**src/rtl/uart_irq_pkg.sv**
```systemverilog
// Package: shared cause codes and register offsets of the interrupt
// identification unit. Assumes a 3-bit register offset.
package uart_irq_pkg;
    typedef enum logic [3:0] {
        CAUSE_MS   = 4'h0,
        CAUSE_NONE = 4'h1,
        CAUSE_THR  = 4'h2,
        CAUSE_RDA  = 4'h4,
        CAUSE_LS   = 4'h6,
        CAUSE_CTO  = 4'hC
    } cause_e;

    localparam int ADDR_W    = 3;
    localparam int EN_W      = 4;
    localparam int N_LATCH   = 3;   // latched causes: line, transmit, modem
    localparam int LAT_LS    = 0;
    localparam int LAT_THR   = 1;
    localparam int LAT_MS    = 2;

    localparam logic [ADDR_W-1:0] OFF_TXH   = 3'd0;
    localparam logic [ADDR_W-1:0] OFF_EN    = 3'd1;
    localparam logic [ADDR_W-1:0] OFF_IDENT = 3'd2;
    localparam logic [ADDR_W-1:0] OFF_LSTAT = 3'd5;
    localparam logic [ADDR_W-1:0] OFF_MSTAT = 3'd6;
endpackage

```
**src/rtl/uart_irq_latch.sv**
```systemverilog
// Module: sticky pending flag for one event-driven interrupt cause.
// Assumes set and clear are single-cycle strobes; set wins on collision.
module uart_irq_latch (
    input  logic clk,
    input  logic rst_n,
    input  logic set_i,
    input  logic clr_i,
    output logic pend_o
);
    // Hold the cause from its strobe until a clearing access retires it.
    always_ff @(posedge clk) begin
        if (!rst_n)      pend_o <= 1'b0;
        else if (set_i)  pend_o <= 1'b1;
        else if (clr_i)  pend_o <= 1'b0;
    end
endmodule

```
**src/rtl/uart_irq_prio.sv**
```systemverilog
// Module: fixed-priority selector of the most urgent enabled cause.
// Assumes enable bit 0 rx, 1 tx, 2 line, 3 modem; purely combinational.
module uart_irq_prio
    import uart_irq_pkg::*;
(
    input  logic [EN_W-1:0] en_i,
    input  logic            ls_i,
    input  logic            rda_i,
    input  logic            cto_i,
    input  logic            thr_i,
    input  logic            ms_i,
    output cause_e          cause_o
);
    // Pick the highest enabled pending cause, or none.
    always_comb begin
        if (en_i[2] && ls_i)        cause_o = CAUSE_LS;
        else if (en_i[0] && rda_i)  cause_o = CAUSE_RDA;
        else if (en_i[0] && cto_i)  cause_o = CAUSE_CTO;
        else if (en_i[1] && thr_i)  cause_o = CAUSE_THR;
        else if (en_i[3] && ms_i)   cause_o = CAUSE_MS;
        else                        cause_o = CAUSE_NONE;
    end
endmodule

```
**src/rtl/uart_irq_ident.sv**
```systemverilog
// Module: interrupt identification unit of a 16550-style UART. Latches
// event causes, masks them with the enable register, reports the top
// cause on the register bus and drives the interrupt line.
// Assumes one-cycle bus strobes and combinational read data.
module uart_irq_ident
    import uart_irq_pkg::*;
(
    input  logic              clk,
    input  logic              rst_n,
    input  logic [ADDR_W-1:0] bus_addr,
    input  logic              bus_rd,
    input  logic              bus_wr,
    input  logic [7:0]        bus_wdata,
    output logic [7:0]        bus_rdata,
    input  logic              line_err_evt,
    input  logic              rx_ready,
    input  logic              rx_timeout,
    input  logic              tx_empty_evt,
    input  logic              modem_chg_evt,
    input  logic              fifo_on,
    output logic              irq
);
    logic [EN_W-1:0]    en_q;
    logic [N_LATCH-1:0] lat_set;
    logic [N_LATCH-1:0] lat_clr;
    logic [N_LATCH-1:0] lat_pend;
    cause_e             cause;
    logic [7:0]         ident_now;
    logic               ident_rd;

    assign ident_rd = bus_rd && (bus_addr == OFF_IDENT);

    // Enable register: written at its offset, low bits only.
    always_ff @(posedge clk) begin
        if (!rst_n)
            en_q <= '0;
        else if (bus_wr && bus_addr == OFF_EN)
            en_q <= bus_wdata[EN_W-1:0];
    end

    // Route event strobes and retiring accesses to each latch.
    always_comb begin
        lat_set[LAT_LS]  = line_err_evt;
        lat_set[LAT_THR] = tx_empty_evt;
        lat_set[LAT_MS]  = modem_chg_evt;
        lat_clr[LAT_LS]  = bus_rd && bus_addr == OFF_LSTAT;
        lat_clr[LAT_THR] = (bus_wr && bus_addr == OFF_TXH) ||
                           (ident_rd && cause == CAUSE_THR);
        lat_clr[LAT_MS]  = bus_rd && bus_addr == OFF_MSTAT;
    end

    for (genvar g = 0; g < N_LATCH; g++) begin : g_lat
        uart_irq_latch u_lat (
            .clk   (clk),
            .rst_n (rst_n),
            .set_i (lat_set[g]),
            .clr_i (lat_clr[g]),
            .pend_o(lat_pend[g])
        );
    end

    uart_irq_prio u_prio (
        .en_i   (en_q),
        .ls_i   (lat_pend[LAT_LS]),
        .rda_i  (rx_ready),
        .cto_i  (rx_timeout),
        .thr_i  (lat_pend[LAT_THR]),
        .ms_i   (lat_pend[LAT_MS]),
        .cause_o(cause)
    );

    // Identification byte: FIFO flags on top, cause code below.
    assign ident_now = {{2{fifo_on}}, 2'b00, cause};

    // Interrupt line: any enabled cause, computed apart from the selector.
    assign irq = (en_q[2] & lat_pend[LAT_LS])  |
                 (en_q[0] & (rx_ready | rx_timeout)) |
                 (en_q[1] & lat_pend[LAT_THR]) |
                 (en_q[3] & lat_pend[LAT_MS]);

    // Read multiplexer for the two registers this unit owns.
    always_comb begin
        case (bus_addr)
            OFF_EN:    bus_rdata = {{(8-EN_W){1'b0}}, en_q};
            OFF_IDENT: bus_rdata = ident_now;
            default:   bus_rdata = 8'h00;
        endcase
    end
endmodule

```
**config.mk**
```make
export PLATFORM = sky130hd
export DESIGN_NAME = uart_irq_ident
export DESIGN_NICKNAME = d
export VERILOG_FILES = /design/src/rtl/uart_irq_pkg.sv /design/src/rtl/uart_irq_latch.sv /design/src/rtl/uart_irq_prio.sv /design/src/rtl/uart_irq_ident.sv
export SDC_FILE = /design/constraint.sdc
export NUM_CORES = 1
export LEC_CHECK = 0
export BUFFER_PORTS_ARGS = -buffer_cell sky130_fd_sc_hd__buf_4
export CORE_AREA = 4 4 41 43
export DETAILED_ROUTE_END_ITERATION = 8
export DIE_AREA = 0 0 45 47
export HOLD_SLACK_MARGIN = 0.15
export PLACE_DENSITY = 0.68
export SLEW_MARGIN = 20
export SYNTH_ARGS = -nofsm -noshare
export SYNTH_HDL_FRONTEND = slang
export SYNTH_SLANG_ARGS = --single-unit
export TNS_END_PERCENT = 10
```
**constraint.sdc**
```tcl
create_clock -name clk -period 1 [get_ports clk]
set_clock_uncertainty 0.05 [all_clocks]
set_input_delay 0.05 -clock clk [delete_from_list [all_inputs] [get_ports clk]]
set_output_delay 0.05 -clock clk [all_outputs]
set_load 0.02 [all_outputs]
```
### Word-level counts from Yosys, hierarchy flattened

Cells that the tools add are included.

* register bits: 7
* bits in latches: 0
* RAM bits: 0
* ROM bits: 0
* input bits: 21
* output and inout port bits: 9
* logic and storage cells: 45
* memories kept: 0

* add/subtract/negate cells: 0
* $mul: 0
* divide/modulo/power cells: 0
* $lt $le $gt $ge: 0
* equal/unequal tests: 5
* shift operators: 0
* mux-type cells: 12
* bitwise logic cells: 8
* reductions and logical operators: 16

Operators with widths (count)
* 4-bit 2-to-1 mux: 4
* 8-bit one-hot mux with 2 select lines: 1
* 1-bit logical AND: 11
* 1-bit 2-to-1 mux: 7
* 3-bit equality test, second input constant: 2
* 2-bit nonzero test: 3
* 1-bit bitwise AND: 4
* 4-bit by 2-bit equality test with 1-bit output, second input constant: 1
* 1-bit OR: 4
* 3-bit by 1-bit equality test with 1-bit output, second input constant: 1
* 3-bit by 2-bit equality test with 1-bit output, second input constant: 1
* 3-bit zero test: 1
* 1-bit logical OR: 1

### Depth between registers and ports, before layout

* depth in word-level cells: 11
* mapped depth: 4

### Hierarchy

From an unflattened synthesis, not the netlist that was laid out.

* cell total of the unflattened synthesis: 65
* area, all modules: 574.3 µm²

By module, submodules not included
* uart_irq_ident: times used 1, cells an instance 49, area each 400.4 µm², sequential area each 80.1 µm²
* uart_irq_latch: times used 3, cells an instance 3, area each 41.3 µm², sequential area each 20.0 µm²
* uart_irq_prio: times used 1, cells an instance 7, area each 50.0 µm², sequential area each 0.0 µm²

### Worst setup path after synthesis

Ideal clock, no wire load.

* path kind: register to output
* start: reg en_q[1]
* end: out bus_rdata[0]
* arrival: 0.958 ns
* data required time: 0.900 ns
* slack: -0.058 ns
* stages on the path, launching flop included: 3
* buffers on the path: 0
* path through: dfxtp_1 > a222oi_1 > a32o_1

* cells in the longest elaborated chain, start to end: 6

RTL lines
* from (decl): RTL line uart_irq_ident.sv:23 `logic [EN_W-1:0] en_q;`
* from (signal assigned): RTL line uart_irq_ident.sv:38 `en_q <= bus_wdata[EN_W-1:0];`
* 1-bit logical AND: RTL line uart_irq_prio.sv:19 `else if (en_i[1] && thr_i) cause_o = CAUSE_THR;`
* 4-bit 2-to-1 mux: RTL line uart_irq_prio.sv:19
* 4-bit 2-to-1 mux: RTL line uart_irq_prio.sv:18 `else if (en_i[0] && cto_i) cause_o = CAUSE_CTO;`
* 4-bit 2-to-1 mux: RTL line uart_irq_prio.sv:17 `else if (en_i[0] && rda_i) cause_o = CAUSE_RDA;`
* 4-bit 2-to-1 mux: RTL line uart_irq_prio.sv:16 `if (en_i[2] && ls_i) cause_o = CAUSE_LS;`
* 8-bit one-hot mux with 2 select lines: RTL line uart_irq_ident.sv:83 `case (bus_addr)`
* to (decl): RTL line uart_irq_ident.sv:14 `output logic [7:0] bus_rdata,`

Every way passes these cells.

### Final worst setup path

* start: reg g_lat[1].u_lat.pend_o
* end: out bus_rdata[0]

* cells in the longest elaborated chain, start to end: 6

RTL lines
* from (decl): RTL line uart_irq_latch.sv:8 `output logic pend_o`
* from (signal assigned): RTL line uart_irq_latch.sv:12 `if (!rst_n) pend_o <= 1'b0;`
* from (signal assigned): RTL line uart_irq_latch.sv:13 `else if (set_i) pend_o <= 1'b1;`
* from (signal assigned): RTL line uart_irq_latch.sv:14 `else if (clr_i) pend_o <= 1'b0;`
* 1-bit logical AND: RTL line uart_irq_prio.sv:19
* 4-bit 2-to-1 mux: RTL line uart_irq_prio.sv:19
* 4-bit 2-to-1 mux: RTL line uart_irq_prio.sv:18
* 4-bit 2-to-1 mux: RTL line uart_irq_prio.sv:17
* 4-bit 2-to-1 mux: RTL line uart_irq_prio.sv:16
* 8-bit one-hot mux with 2 select lines: RTL line uart_irq_ident.sv:83

Every way passes these cells.

==> impl_results.md <==
* Initial antenna violation count at 0
* Die footprint at 2120 µm²
* TNS Setup at -1.50 ns
* Starting DRT DRC Count at 21
* Nets at 122
* Crit path DAT at 1.29 ns
* Yosys top cell by area: dfxtp_1
* Core area at 1300 µm²
* RSZ-0062 raised after global routing: yes
* Pwr dens at 913 nW/µm²
* Final period utilization at 139%
* Max IR drop VDD at 0.621 mV
* Area share of and/or/nand/nor cells after synthesis at 24.1%
* TritonCTS buffer count at 3
* First-pass GRT wire length at 2.71 mm
* Top_reg_cell synth: dfxtp_1
* F_max at 722 MHz
* Register-to-register setup slack at 0 ns
* Critical Path RT at 0.90 ns
* Largest net degree at the start of global routing at 8
* Critical path's slowest cell: a222oi_1
* N_diodes at 0
* Worst setup margin at -0.386 ns
* Failing checks: negative setup slack
* CTS Buffer Depth at 2
* Final Instance Area at 871 µm²
* Total placed cells including tap cells at 102
* Syn_area_per_cell at 8.24 µm²
* Most frequent cell after synthesis: dfxtp_1
* Hold Fails Final Rpt at 0
* #FFs+latches synth at 7
* Final min period at 1.39 ns
* Fraction of layout cells with a size suffix above 1 at 52.0%
* Seq/Total Area, Yosys at 32.1%
* Synth Warn # at 0
* Main combinational cell family by area after synthesis: compound AO/OA/AOI/OAI gates
* Cell leakage power at 0.403 nW
* Mux cell area share after synthesis at 9.17%
* Worst Hold Class: input port to register
* Die Width at 45 µm
* DP Area at 714 µm²
* Remaining Overflow, GRT at 0
* Worst skew pair latency at 0.25 ns
* CP Capture Type: output pin
* Die Span Y at 47 µm
* Synthesized cell area at 437 µm²
* Post-synth EDFFs at 0
* Detail Route Antenna Nets at 0
* Pint at 0.580 mW
* CTS tree: yes
* Num Clock Sinks at 7
* Sw Ratio at 27.0%
* GRT Util Overall at 17.8%
* PortBufs at 23
* Max Cap Violations at 0
* CTS H-tree lvls at 1
* Setup Crit Path Kind: register to output pin
* Flop pwr share at 38.0%
* CTS root buf: clkbuf_4
* Clk slew on worst S/H paths at 0.05 ns
* Drt via density at 5.28
* Aggregate routed wire length at 1.64 mm
* Synth top area cells: dfxtp_1 (32%), mux2i_1 (9.2%), nor2b_1 (8.6%)
* Comb power frac at 28.4%
* Max Slew Vio Count at 0
* CP delay by family, top: compound AO/OA/AOI/OAI gates
* Via count at 607
* Worst-path cell chain: a222oi_1 > a32o_2 > buf_6
* Area Overhead vs Synth at 99.4%
* Final Non-Filler Cells at 115
* Pre-antenna DRT Iters at 4
* Vias in the first global route at 619
* Post-CTS setup buffer count at 0
* Routed length per placed instance at 14.2 µm
* CP peak stage delay at 0.40 ns
* Clock Power Share at 33.6%
* Ys async rst share at 0%
* Post-synthesis instance total at 53
* Ports at 30
* FP Rows at 13
* Yosys top cell area share at 32.1%
* GP Congestion at 0.839
* Netlist cell types at 21
* Post-synthesis compound-gate area fraction at 24.4%
* Xor/xnor cell area share of the yosys netlist at 0%
* Pwr Total at 0.795 mW
* Sw Pwr at 0.215 mW
* Commonest cells in the synthesized netlist: dfxtp_1 (7), nor2b_1 (6), a31oi_1 (5)
* Startpoint Class: register
* Final setup vio count at 6
* Drc violations at 0
* Fillers at 114
* Buffers & Inverters on Critical Path at 1
* Final HPWL DP at 1.17 mm
* Worst-path maximum fanout at 2
* Synth Area in Adders at 0%
* Status: finished with violations
* Starting Density at 33.6%
* Worst slack, placed at -0.141 ns
==> stage by stage <==
stage	util, %	hold WS [ns]
global placement	54.9	0.210
floorplan	-	0.0968
detailed placement	54.9	0.214
finish	66.9	0.182
CTS	64.7	0.158
global route	66.9	0.190
==> state kept, by name, summed over array words and instances, names as in the netlist <==
signal and flops:
en_q 4, g_lat.u_lat.pend_o 3
==> final cells by class <==
class	count	area [µm²]	share of cell area, %
timing repair buffer	46	382	43.8
clock buffer	4	26.3	3.02
multi-input combinational	40	288	33.0
inverter	3	11.3	1.29
sequential	7	145	16.7
tap	15	18.8	2.16
==> logic make-up (layout without fill, tap and decap cells) <==
family	Yosys count	in the layout
flip-flops	7	7
other	1	2
AND/OR/NAND/NOR	18	18
buffers and inverters	7	53
AO/OA/AOI/OAI	16	16
multiplexers	4	4
==> worst min-delay path: stages <==
cell and delay (ns):
buf_4 0.09, nand3b_1 0.12, a21oi_2 0.04, a21boi_2 0.14
==> worst paths after layout <==
path	to	startpoint	depth (start not counted)
worst max-delay path	bus_rdata[0]	g_lat[1].u_lat.pend_o	3
worst min-delay path	g_lat[1].u_lat.pend_o	tx_empty_evt	4
worst max register to register	g_lat[0].u_lat.pend_o	g_lat[0].u_lat.pend_o	5
worst min register to register	g_lat[2].u_lat.pend_o	g_lat[2].u_lat.pend_o	3
==> power by group through the flow <==
stage	sequential (mW)	clock (mW)	combinational, mW
floorplan	0.306	0	0.0683
global placement	0.304	0	0.178
detailed placement	0.305	0	0.181
CTS	0.300	0.277	0.213
global route	0.303	0.293	0.244
finish	0.302	0.267	0.226
==> metal layers <==
| layer | wire length (µm) | share of wire [%] | GRT usage (%) | up-vias |
|---|---|---|---|---|
| li1 | - | - | - | 290 |
| met5 | 0 | 0 | 0 | - |
| met4 | 0 | 0 | 4.09 | 0 |
| met1 | 616 | 38 | 20.5 | 286 |
| met3 | 122 | 7.5 | 5.36 | 0 |
| met2 | 897 | 55 | 32.2 | 31 |
==> layout by cell type, fill, tap and decap left out, drive strengths merged, types with 3 or more instances in the layout <==
| master | synthesis | layout |
|---|---|---|
| nand2 | 4 | 4 |
| dlygate4sd3 | 0 | 8 |
| inv | 3 | 3 |
| buf | 4 | 37 |
| dfxtp | 7 | 7 |
| mux2i | 4 | 4 |
| a31oi | 5 | 5 |
| nor2b | 6 | 6 |
| clkbuf | 0 | 4 |
| a21oi | 3 | 3 |
==> repair_timing <==
item | CTS | global route
hold endpoints to repair | 7 | 0
endpoints found under the setup margin | 6 | 9
gates resized for setup | 5 | 12
pin swaps | 2 | 5
hold buffers | 9 | 0
(Power assumes the default switching activity.)
